**config.mk**
```make
export PLATFORM = sky130hd
export DESIGN_NAME = mm_pwm_timer
export DESIGN_NICKNAME = d
export VERILOG_FILES = /design/src/rtl/mmt_pkg.sv /design/src/rtl/mmt_mode_decode.sv /design/src/rtl/mmt_counter.sv /design/src/rtl/mmt_channel.sv /design/src/rtl/mm_pwm_timer.sv
export SDC_FILE = /design/constraint.sdc
export NUM_CORES = 1
export LEC_CHECK = 0
export BUFFER_PORTS_ARGS = -buffer_cell sky130_fd_sc_hd__buf_2
export CAP_MARGIN = 0
export CORE_ASPECT_RATIO = 2
export CORE_UTILIZATION = 66
export DETAILED_ROUTE_END_ITERATION = 10
export PLACE_DENSITY_LB_ADDON = 0.25
export SYNTH_ARGS = -nofsm -noshare
export SYNTH_HDL_FRONTEND = slang
export SYNTH_HIERARCHICAL = 1
export SYNTH_SLANG_ARGS = --single-unit
```
**constraint.sdc**
```tcl
create_clock -name clk -period 11.37 [get_ports clk]
set_input_delay 1.7055 -clock clk [delete_from_list [all_inputs] [get_ports clk]]
set_output_delay 1.7055 -clock clk [all_outputs]
set_load 0.01 [all_outputs]
```
**src/rtl/mmt_pkg.sv**
```systemverilog
package mmt_pkg;
  typedef enum logic [1:0] {
    FAM_PLAIN = 2'd0,
    FAM_FAST  = 2'd1,
    FAM_PC    = 2'd2,
    FAM_PFC   = 2'd3
  } fam_e;

  typedef enum logic [1:0] {
    SRC_FIXED = 2'd0,
    SRC_CMPA  = 2'd1,
    SRC_CAP   = 2'd2
  } src_e;

  typedef struct packed {
    fam_e fam;
    src_e src;
    logic hold;
  } mode_info_t;

  localparam logic [2:0] ADR_CTRL  = 3'd0;
  localparam logic [2:0] ADR_CNT   = 3'd1;
  localparam logic [2:0] ADR_CMPA  = 3'd2;
  localparam logic [2:0] ADR_CMPB  = 3'd3;
  localparam logic [2:0] ADR_FORCE = 3'd4;
  localparam logic [2:0] ADR_FCLR  = 3'd5;
  localparam int         NFLAG     = 3;

  function automatic mode_info_t decode_mode(input logic [3:0] m);
    mode_info_t r;
    r.fam  = FAM_PLAIN;
    r.src  = SRC_FIXED;
    r.hold = 1'b0;
    case (m)
      4'd1, 4'd2, 4'd3: r.fam = FAM_PC;
      4'd4:             r.src = SRC_CMPA;
      4'd5, 4'd6, 4'd7: r.fam = FAM_FAST;
      4'd8:  begin r.fam = FAM_PFC;  r.src = SRC_CAP;  end
      4'd9:  begin r.fam = FAM_PFC;  r.src = SRC_CMPA; end
      4'd10: begin r.fam = FAM_PC;   r.src = SRC_CAP;  end
      4'd11: begin r.fam = FAM_PC;   r.src = SRC_CMPA; end
      4'd12: r.src = SRC_CAP;
      4'd13: r.hold = 1'b1;
      4'd14: begin r.fam = FAM_FAST; r.src = SRC_CAP;  end
      4'd15: begin r.fam = FAM_FAST; r.src = SRC_CMPA; end
      default: ;
    endcase
    return r;
  endfunction
endpackage

```
**src/rtl/mmt_mode_decode.sv**
```systemverilog
module mmt_mode_decode
  import mmt_pkg::*;
#(
  parameter int W = 16
) (
  input  logic [3:0]   mode,
  input  logic [W-1:0] cmpa,
  input  logic [W-1:0] cap,
  output mode_info_t   info,
  output logic [W-1:0] top
);
  localparam int BASE_BITS = 7;

  logic [W-1:0] fixed_top;

  always_comb begin
    info = decode_mode(mode);
    if (mode[1:0] == 2'd0)
      fixed_top = '1;
    else
      fixed_top = W'((32'd1 << (32'(mode[1:0]) + 32'(BASE_BITS))) - 32'd1);
    case (info.src)
      SRC_CMPA: top = cmpa;
      SRC_CAP:  top = cap;
      default:  top = fixed_top;
    endcase
  end
endmodule

```
**src/rtl/mmt_counter.sv**
```systemverilog
module mmt_counter #(
  parameter int W = 16
) (
  input  logic         clk,
  input  logic         rst_n,
  input  logic         step,
  input  logic         load,
  input  logic [W-1:0] load_val,
  input  logic         dual,
  input  logic [W-1:0] top,
  output logic [W-1:0] cnt,
  output logic         down
);
  localparam logic [W-1:0] ONE = W'(1);

  always_ff @(posedge clk) begin
    if (!rst_n) begin
      cnt  <= '0;
      down <= 1'b0;
    end else begin
      if (!dual) down <= 1'b0;
      if (load) begin
        cnt <= load_val;
      end else if (step) begin
        if (!dual) begin
          cnt <= (cnt == top) ? '0 : cnt + ONE;
        end else if (!down) begin
          if (cnt == top) begin
            down <= 1'b1;
            cnt  <= (top == '0) ? '0 : cnt - ONE;
          end else begin
            cnt <= cnt + ONE;
          end
        end else begin
          if (cnt == '0) begin
            down <= 1'b0;
            cnt  <= (top == '0) ? '0 : ONE;
          end else begin
            cnt <= cnt - ONE;
          end
        end
      end
    end
  end
endmodule

```
**src/rtl/mmt_channel.sv**
```systemverilog
module mmt_channel
  import mmt_pkg::*;
#(
  parameter int W         = 16,
  parameter bit TOGGLE_OK = 1'b0
) (
  input  logic         clk,
  input  logic         rst_n,
  input  fam_e         fam,
  input  logic         mode_msb,
  input  logic [1:0]   code,
  input  logic         wr_cmp,
  input  logic [W-1:0] wr_val,
  input  logic         upd,
  input  logic         step,
  input  logic         blk,
  input  logic [W-1:0] cnt,
  input  logic         down,
  input  logic [W-1:0] top,
  input  logic         wrap,
  input  logic         force_i,
  output logic [W-1:0] act,
  output logic         match,
  output logic         wave
);
  logic [W-1:0] cmp_buf_q, act_q;
  logic         wave_q, wave_nx, tog_en;

  assign match  = step && !blk && (cnt == act_q);
  assign tog_en = TOGGLE_OK && mode_msb;
  assign act    = act_q;
  assign wave   = wave_q;

  always_comb begin
    wave_nx = wave_q;
    case (fam)
      FAM_PLAIN: begin
        if (match || force_i) begin
          case (code)
            2'b01:   wave_nx = ~wave_q;
            2'b10:   wave_nx = 1'b0;
            2'b11:   wave_nx = 1'b1;
            default: ;
          endcase
        end
      end
      FAM_FAST: begin
        if (wrap && code[1]) wave_nx = ~code[0];
        if (match && !(code[1] && act_q == top)) begin
          if (code[1])                wave_nx = code[0];
          else if (code[0] && tog_en) wave_nx = ~wave_q;
        end
      end
      default: begin
        if (match) begin
          if (code[1])                wave_nx = code[0] ^ down;
          else if (code[0] && tog_en) wave_nx = ~wave_q;
        end
      end
    endcase
  end

  always_ff @(posedge clk) begin
    if (!rst_n) begin
      cmp_buf_q <= '0;
      act_q     <= '0;
      wave_q    <= 1'b0;
    end else begin
      wave_q <= wave_nx;
      if (wr_cmp) cmp_buf_q <= wr_val;
      if (wr_cmp && fam == FAM_PLAIN) act_q <= wr_val;
      else if (upd)                   act_q <= cmp_buf_q;
    end
  end
endmodule

```
**src/rtl/mm_pwm_timer.sv**
```systemverilog
module mm_pwm_timer
  import mmt_pkg::*;
#(
  parameter int W = 16
) (
  input  logic         clk,
  input  logic         rst_n,
  input  logic         tick,
  input  logic         wr_en,
  input  logic [2:0]   wr_addr,
  input  logic [W-1:0] wr_data,
  input  logic [W-1:0] cap_top,
  input  logic [2:0]   irq_ack,
  output logic [W-1:0] count,
  output logic         wave_a,
  output logic         wave_b,
  output logic [2:0]   flags,
  output logic [2:0]   irq
);
  localparam int NCH = 2;

  logic [3:0]       mode_q;
  logic [1:0]       code_q [NCH];
  logic [NFLAG-1:0] en_q, flags_q, flag_set, flag_clr;
  logic             blk_q;

  mode_info_t       info;
  logic [W-1:0]     top, cnt;
  logic             down, dual;
  logic [W-1:0]     act [NCH];
  logic [NCH-1:0]   match, wave;

  logic ctrl_wr, cnt_wr, frc_wr, fclr_wr;
  logic tick_eff, at_top, at_bot, ovf, upd, wrap;

  assign ctrl_wr  = wr_en && wr_addr == ADR_CTRL;
  assign cnt_wr   = wr_en && wr_addr == ADR_CNT;
  assign frc_wr   = wr_en && wr_addr == ADR_FORCE && info.fam == FAM_PLAIN;
  assign fclr_wr  = wr_en && wr_addr == ADR_FCLR;

  assign dual     = info.fam == FAM_PC || info.fam == FAM_PFC;
  assign tick_eff = tick && !info.hold && !cnt_wr;
  assign at_top   = cnt == top;
  assign at_bot   = cnt == '0;

  always_comb begin
    case (info.fam)
      FAM_PLAIN: ovf = tick_eff && (cnt == '1);
      FAM_FAST:  ovf = tick_eff && at_top;
      default:   ovf = tick_eff && down && at_bot;
    endcase
    case (info.fam)
      FAM_PLAIN: upd = 1'b0;
      FAM_PC:    upd = tick_eff && at_top;
      default:   upd = tick_eff && at_bot;
    endcase
  end
  assign wrap = tick_eff && info.fam == FAM_FAST && at_top;

  mmt_mode_decode #(.W(W)) u_dec (
    .mode (mode_q),
    .cmpa (act[0]),
    .cap  (cap_top),
    .info (info),
    .top  (top)
  );

  mmt_counter #(.W(W)) u_cnt (
    .clk      (clk),
    .rst_n    (rst_n),
    .step     (tick_eff),
    .load     (cnt_wr),
    .load_val (wr_data),
    .dual     (dual),
    .top      (top),
    .cnt      (cnt),
    .down     (down)
  );

  for (genvar g = 0; g < NCH; g++) begin : g_ch
    mmt_channel #(.W(W), .TOGGLE_OK(g == 0)) u_ch (
      .clk      (clk),
      .rst_n    (rst_n),
      .fam      (info.fam),
      .mode_msb (mode_q[3]),
      .code     (code_q[g]),
      .wr_cmp   (wr_en && wr_addr == (ADR_CMPA + 3'(g))),
      .wr_val   (wr_data),
      .upd      (upd),
      .step     (tick_eff),
      .blk      (blk_q),
      .cnt      (cnt),
      .down     (down),
      .top      (top),
      .wrap     (wrap),
      .force_i  (frc_wr && wr_data[g]),
      .act      (act[g]),
      .match    (match[g]),
      .wave     (wave[g])
    );
  end

  assign flag_set = {match[1], match[0], ovf};
  assign flag_clr = (fclr_wr ? wr_data[NFLAG-1:0] : '0) | irq_ack;

  always_ff @(posedge clk) begin
    if (!rst_n) begin
      mode_q    <= '0;
      code_q[0] <= '0;
      code_q[1] <= '0;
      en_q      <= '0;
      flags_q   <= '0;
      blk_q     <= 1'b0;
    end else begin
      if (ctrl_wr) begin
        mode_q    <= wr_data[3:0];
        code_q[0] <= wr_data[5:4];
        code_q[1] <= wr_data[7:6];
        en_q      <= wr_data[10:8];
      end
      flags_q <= (flags_q & ~flag_clr) | flag_set;
      if (cnt_wr)        blk_q <= 1'b1;
      else if (tick_eff) blk_q <= 1'b0;
    end
  end

  assign count  = cnt;
  assign wave_a = wave[0];
  assign wave_b = wave[1];
  assign flags  = flags_q;
  assign irq    = flags_q & en_q;
endmodule

```
# Word level (Yosys, flattened, before mapping)
# Memory sizes are Yosys's and may differ from the RTL's.
# Cells that the tools add are included.
# Widths: inputs -> output; s select.
[totals]
elab_cells = 183
ram_bits = 4
reg_bits = 94
output_inout_bits = 24
in_bits = 42
n_memories = 1
[op_classes]
n_shift = 1
reduce_logical = 57
muxes = 54
n_eq_ne = 41
bitwise_logic = 13
n_addsub = 4
[memory_table]
columns = ["memory", "depth", "word_bits", "read_ports", "rd_clocked_by_memory_dff", "wr", "line", "source"]
rows = [
  ["code_q", 2, 2, 2, 0, 2, "mm_pwm_timer.sv:23", "logic [1:0] code_q [NCH];"],
]
[op_table]
columns = ["cell", "n"]
rows = [
  ["$mux 16", 13],
  ["$eq 16x16->1", 5],
  ["$eq 4x4->1 const B", 8],
  ["$logic_not 16->1", 2],
  ["$pmux 16 s2", 1],
  ["$shl 1x32->16 const A", 1],
  ["$sub 16x1->16 const B", 2],
  ["$logic_and 1x1->1", 30],
  ["$mux 1", 29],
  ["$add 16x1->16 const B", 1],
  ["$eq 16x16->1 const B", 1],
  ["$eq 4x3->1 const B", 4],
  ["$eq 2x2->1 const B", 7],
  ["$reduce_or 5->1", 2],
  ["$reduce_bool 3->1", 3],
  ["$eq 2x1->1 const B", 4],
  ["$eq 4x2->1 const B", 2],
  ["$ne 4x1->1 const B", 2],
  ["$pmux 1 s2", 4],
  ["$reduce_and 4->1", 2],
  ["$reduce_or 4->1", 2],
  ["$and 3x3->3", 2],
  ["$eq 3x2->1 const B", 2],
  ["$eq 3x3->1 const B", 2],
  ["21 further kinds", 39],
]

# Depth between registers and ports, before layout
[depth]
word_depth = 13
mapped_depth = 20
mapped_depth_nobuf = 18

# Modules after synthesis
# Netlist, hierarchy kept.
[by_module_without_submodules]
columns = ["mod", "area_each_um2", "cells_each", "instances"]
rows = [
  ["mmt_counter", 2065.7, 265, 1],
  ["mmt_channel at g_ch[0].u_ch", 1896.8, 198, 1],
  ["mmt_channel at g_ch[1].u_ch", 1794.2, 193, 1],
  ["mm_pwm_timer", 967.2, 117, 1],
  ["mmt_mode_decode", 536.8, 68, 1],
]

# Worst setup path before layout
# OpenSTA, ideal clock, no wires.
[synth_path]
path_type = "input-to-reg"
start = "input port cap_top[5]"
end = "register g_ch[0].u_ch.act_q[10]"
setup_time_ns = 0.116
path_slack_ns = 6.982
t_arrival_ns = 4.272
path_buffers = 2
stages = 11
path_cell_list = "a22oi_1 -> o21ai_0 -> xor2_1 -> nor4_2 -> nand3_1 -> o41ai_1 -> clkbuf_1 -> buf_2 -> mux2i_1 -> nand2_1 -> o211a_1"
[synth_between]
elab_chain_len = 5
[synth_rtl]
columns = ["item", "line", "source"]
rows = [
  ["start: declaration", "mm_pwm_timer.sv:12", "input logic [W-1:0] cap_top,"],
  ["$pmux 16 s2", "mmt_mode_decode.sv:22", "case (info.src)"],
  ["named net top[5]", "mm_pwm_timer.sv:28", "logic [W-1:0] top, cnt;"],
  ["$eq 16x16->1", "mm_pwm_timer.sv:43", "assign at_top = cnt == top;"],
  ["$logic_and 1x1->1", "mm_pwm_timer.sv:54", "FAM_PC: upd = tick_eff && at_top;"],
  ["$pmux 1 s2", "mm_pwm_timer.sv:52", "case (info.fam)"],
  ["named net upd", "mm_pwm_timer.sv:34", "logic tick_eff, at_top, at_bot, ovf, upd, wrap;"],
  ["$reduce_bool 2->1 (no source line)", "n/a", ""],
  ["end signal: assignment", "mmt_channel.sv:71", "if (wr_cmp && fam == FAM_PLAIN) act_q <= wr_val;"],
  ["end signal: assignment", "mmt_channel.sv:72", "else if (upd) act_q <= cmp_buf_q;"],
  ["end: declaration", "mmt_channel.sv:26", "logic [W-1:0] cmp_buf_q, act_q;"],
]
# The timed path passes the listed nets, and every way through them passes these cells.
# A chain may end at the register's enable or synchronous reset.

# Worst setup path after layout
[layout_path]
start = "register mode_q[1]"
end = "register g_ch[1].u_ch.act_q[15]"
[layout_between]
elab_chain_len = 9
[layout_rtl]
columns = ["item", "line", "source"]
rows = [
  ["start: declaration", "mm_pwm_timer.sv:22", "logic [3:0] mode_q;"],
  ["start signal: assignment", "mm_pwm_timer.sv:116", "mode_q <= wr_data[3:0];"],
  ["$add 2x3->4 (tied with other cells)", "mmt_mode_decode.sv:21", "fixed_top = W'((32'd1 << (32'(mode[1:0]) + 32'(BASE_BITS))) - 32'd1);"],
  ["$shl 1x32->16 or $reduce_or 4->1 (tied branches)", "n/a", ""],
  ["$sub 16x1->16 or $pmux 2 s2 (tied branches)", "mmt_mode_decode.sv:21, mmt_pkg.sv:34", ""],
  ["$mux 16 (tied with other cells)", "mmt_mode_decode.sv:18", "if (mode[1:0] == 2'd0)"],
  ["$pmux 16 s2 (*)", "mmt_mode_decode.sv:22", ""],
  ["named net top[7]", "mm_pwm_timer.sv:28", ""],
  ["$eq 16x16->1 (*)", "mm_pwm_timer.sv:43", ""],
  ["$logic_and 1x1->1 (*)", "mm_pwm_timer.sv:54", ""],
  ["$pmux 1 s2 (*)", "mm_pwm_timer.sv:52", ""],
  ["named net upd", "mm_pwm_timer.sv:34", ""],
  ["$reduce_bool 2->1 (no source line) (*)", "n/a", ""],
  ["end signal: assignment", "mmt_channel.sv:71", ""],
  ["end signal: assignment", "mmt_channel.sv:72", ""],
  ["end: declaration", "mmt_channel.sv:26", ""],
]
# The timed path passes the listed nets; every way through them passes the cells marked *.

==> results.txt <==
DIE WIDTH: 76.06 µm
Final Non-Filler Cells: 1015
CP Class: reg2reg
setup TNS: 0 ps
Final Critical Period: 5010 ps
antenna violations before repair: 0
Setup Fix Bufs, Post-CTS: 0
Final Skew: 14.33 ps
status: complete, no violations
CTS tree: yes
vias per inst: 6.805
clk_lat worst skew: 360 ps
Pre-antenna DRT Iters: 9
final net count: 928
Post-Route WL: 24040 µm
Register Area: 2002 µm²
Die Span Y: 150.1 µm
Routed WL per cell: 23.69 µm
initial core utilization: 68.23%
WP buf/inv: 2
PwrDens: 112.2 nW/µm²
Inserted Clock Buffers: 9
vias: 6907
Synth Instances: 838
Final setup viols: 0
Worst slew margin: 19.79%
Critical Path Start Type: register
Tightest Hold Check Type: reg2reg
vias in the first global route: 6707
Peak VDD IR: 0.09941 mV
Worst path slowest cell: o21ai_0
Placed Instances: 999
final hold viol count: 0
DRC Markers: 0
Post-CTS Hold Fix Bufs: 0
gpl congestion: 1.007
clock sinks: 98
fillers: 824
CP arrival: 5230 ps
area occupied by multi-input gates: 4883 µm²
Mean Syn Cell Area: 8.639 µm²
post-DP HPWL: 17310 µm
synthesis warning total: 6
Max-cap violations: 0
proportion of layout cells with a drive suffix above 1: 15.49%
unrepaired setup endpoints after global routing: no
ANT cells: 0
Tot GR Track Use: 42.11%
total grt overflow: 0
CP max stage delay: 850 ps
CTS HTree Levels: 3
cell family with most CP delay: compound AO/OA/AOI/OAI gates
clk slew on worst S/H paths: 80 ps
Max Slew Vio Count: 0
Finished Cell Area: 7869 µm²
dpl cell area: 7574 µm²
Crit Path Max Fanout: 32
cts repair resizes: 0
total die area: 11420 µm²
Routed Antenna Nets: 0
Area Overhead vs Synth: 8.693%
Setup crit end kind: register
worst-path cell chain: inv_1 > ha_1 > nor2b_1 > o21ai_0 > o21a_1 > ha_1 > a22oi_1 > o21ai_0 > xor2_1 > nor4_1 > nand2_1 > o41ai_2 > buf_4 > mux2i_1 > a211oi_1
synthesized area: 7239 µm²
# rows: 53
IO buf count: 65
Mapped Nets: 893
IO Count: 66
fin crit share: 44.06%
Root Driver: clkbuf_16
hold_ws: 462.2 ps
fmax: 199.6 MHz
clock tree buffer depth: 2
first-pass GRT wire length: 36340 µm
core area: 10610 µm²
largest net degree at the start of global routing: 48
initial DRC count: 575
CP Data Required Time: 11590 ps
leak pwr: 3.121 nW
measured slew at the worst slew-check pin: 1202 ps
## layout make-up
class	count	area share, %
multi-input combinational	664	62.06
sequential	98	25.44
timing repair buffer	81	5.661
clock buffer	9	2.862
tap	137	2.178
inverter	19	0.9063
clock inverter	7	0.8904
## through the flow
step / power, mW / worst slack, ps / util [%]
final: 0.8831 / 6360 / 74.16
after global routing: 0.9095 / 6151 / 74.16
after CTS: 0.8796 / 6543 / 74.16
after detailed placement: 0.5768 / 6623 / 71.38
after global placement: 0.5705 / 6714 / 71.38
after floorplan: 0.5140 / 6982 / -
## path summary, 6_finish.rpt
| check | startpoint | to | slack [ps] | cells after the start |
|---|---|---|---|---|
| min | en_q[0] | en_q[0] | 460 | 2 |
| max | mode_q[1] | g_ch[1].u_ch/act[15] | 6360 | 15 |
| max reg2reg | mode_q[1] | g_ch[1].u_ch/act[15] | 6360 | 15 |
| min reg2reg | en_q[0] | en_q[0] | 460 | 2 |
## state kept, by name, summed over array words and instances (netlist names)
name,cells
g_ch.u_ch/act,32
u_cnt/down,1
mode_q,4
code_q,4
en_q,3
g_ch.u_ch/wave,2
flags,3
u_cnt/cnt,16
blk_q,1
g_ch.u_ch/cmp_buf_q,32
## where the power goes
group,switching (mW),internal (mW),total (mW)
sequential,0.0271,0.357,0.384
clock,0.152,0.155,0.307
combinational,0.116,0.0759,0.192
total,0.295,0.588,0.883
## per-layer routing
layer	vias up	track usage, %	routed length (µm)
met5	-	0	0
met1	3225	41.20	8085
met3	166	7.030	1625
met4	0	39.04	2439
li1	3086	-	-
met2	430	75.18	11890
## cell usage in the layout (no fill, tap or decap), types with 5 or more instances in the layout
| cell type | instances |
|---|---|
| dfxtp_1 | 94 |
| nand2_1 | 69 |
| xnor2_1 | 67 |
| mux2i_1 | 65 |
| buf_2 | 65 |
| nor2_1 | 60 |
| xor2_1 | 59 |
| a21oi_1 | 37 |
| nor2b_1 | 28 |
| nand4_1 | 21 |
| o21ai_0 | 20 |
| a211oi_1 | 17 |
| inv_1 | 16 |
| o211a_1 | 16 |
| buf_4 | 16 |
| nor4_1 | 14 |
| nor3_1 | 14 |
| nand3_1 | 13 |
| and3_1 | 13 |
| ha_1 | 13 |
| clkbuf_16 | 9 |
| a41oi_1 | 9 |
| a22oi_1 | 8 |
| nand2b_1 | 7 |
| a31oi_1 | 7 |
| o21ai_1 | 7 |
| a221oi_2 | 7 |
| or4_1 | 6 |
| nor3b_1 | 6 |
| nor4_4 | 5 |
| o31ai_1 | 5 |
| and4_1 | 5 |
## worst min-delay path: stages (launching register included)
cell     delay (ps)
dfxtp_1         310
nand2_1          50
a21oi_1          60
Power figures use the tool's default switching activity.
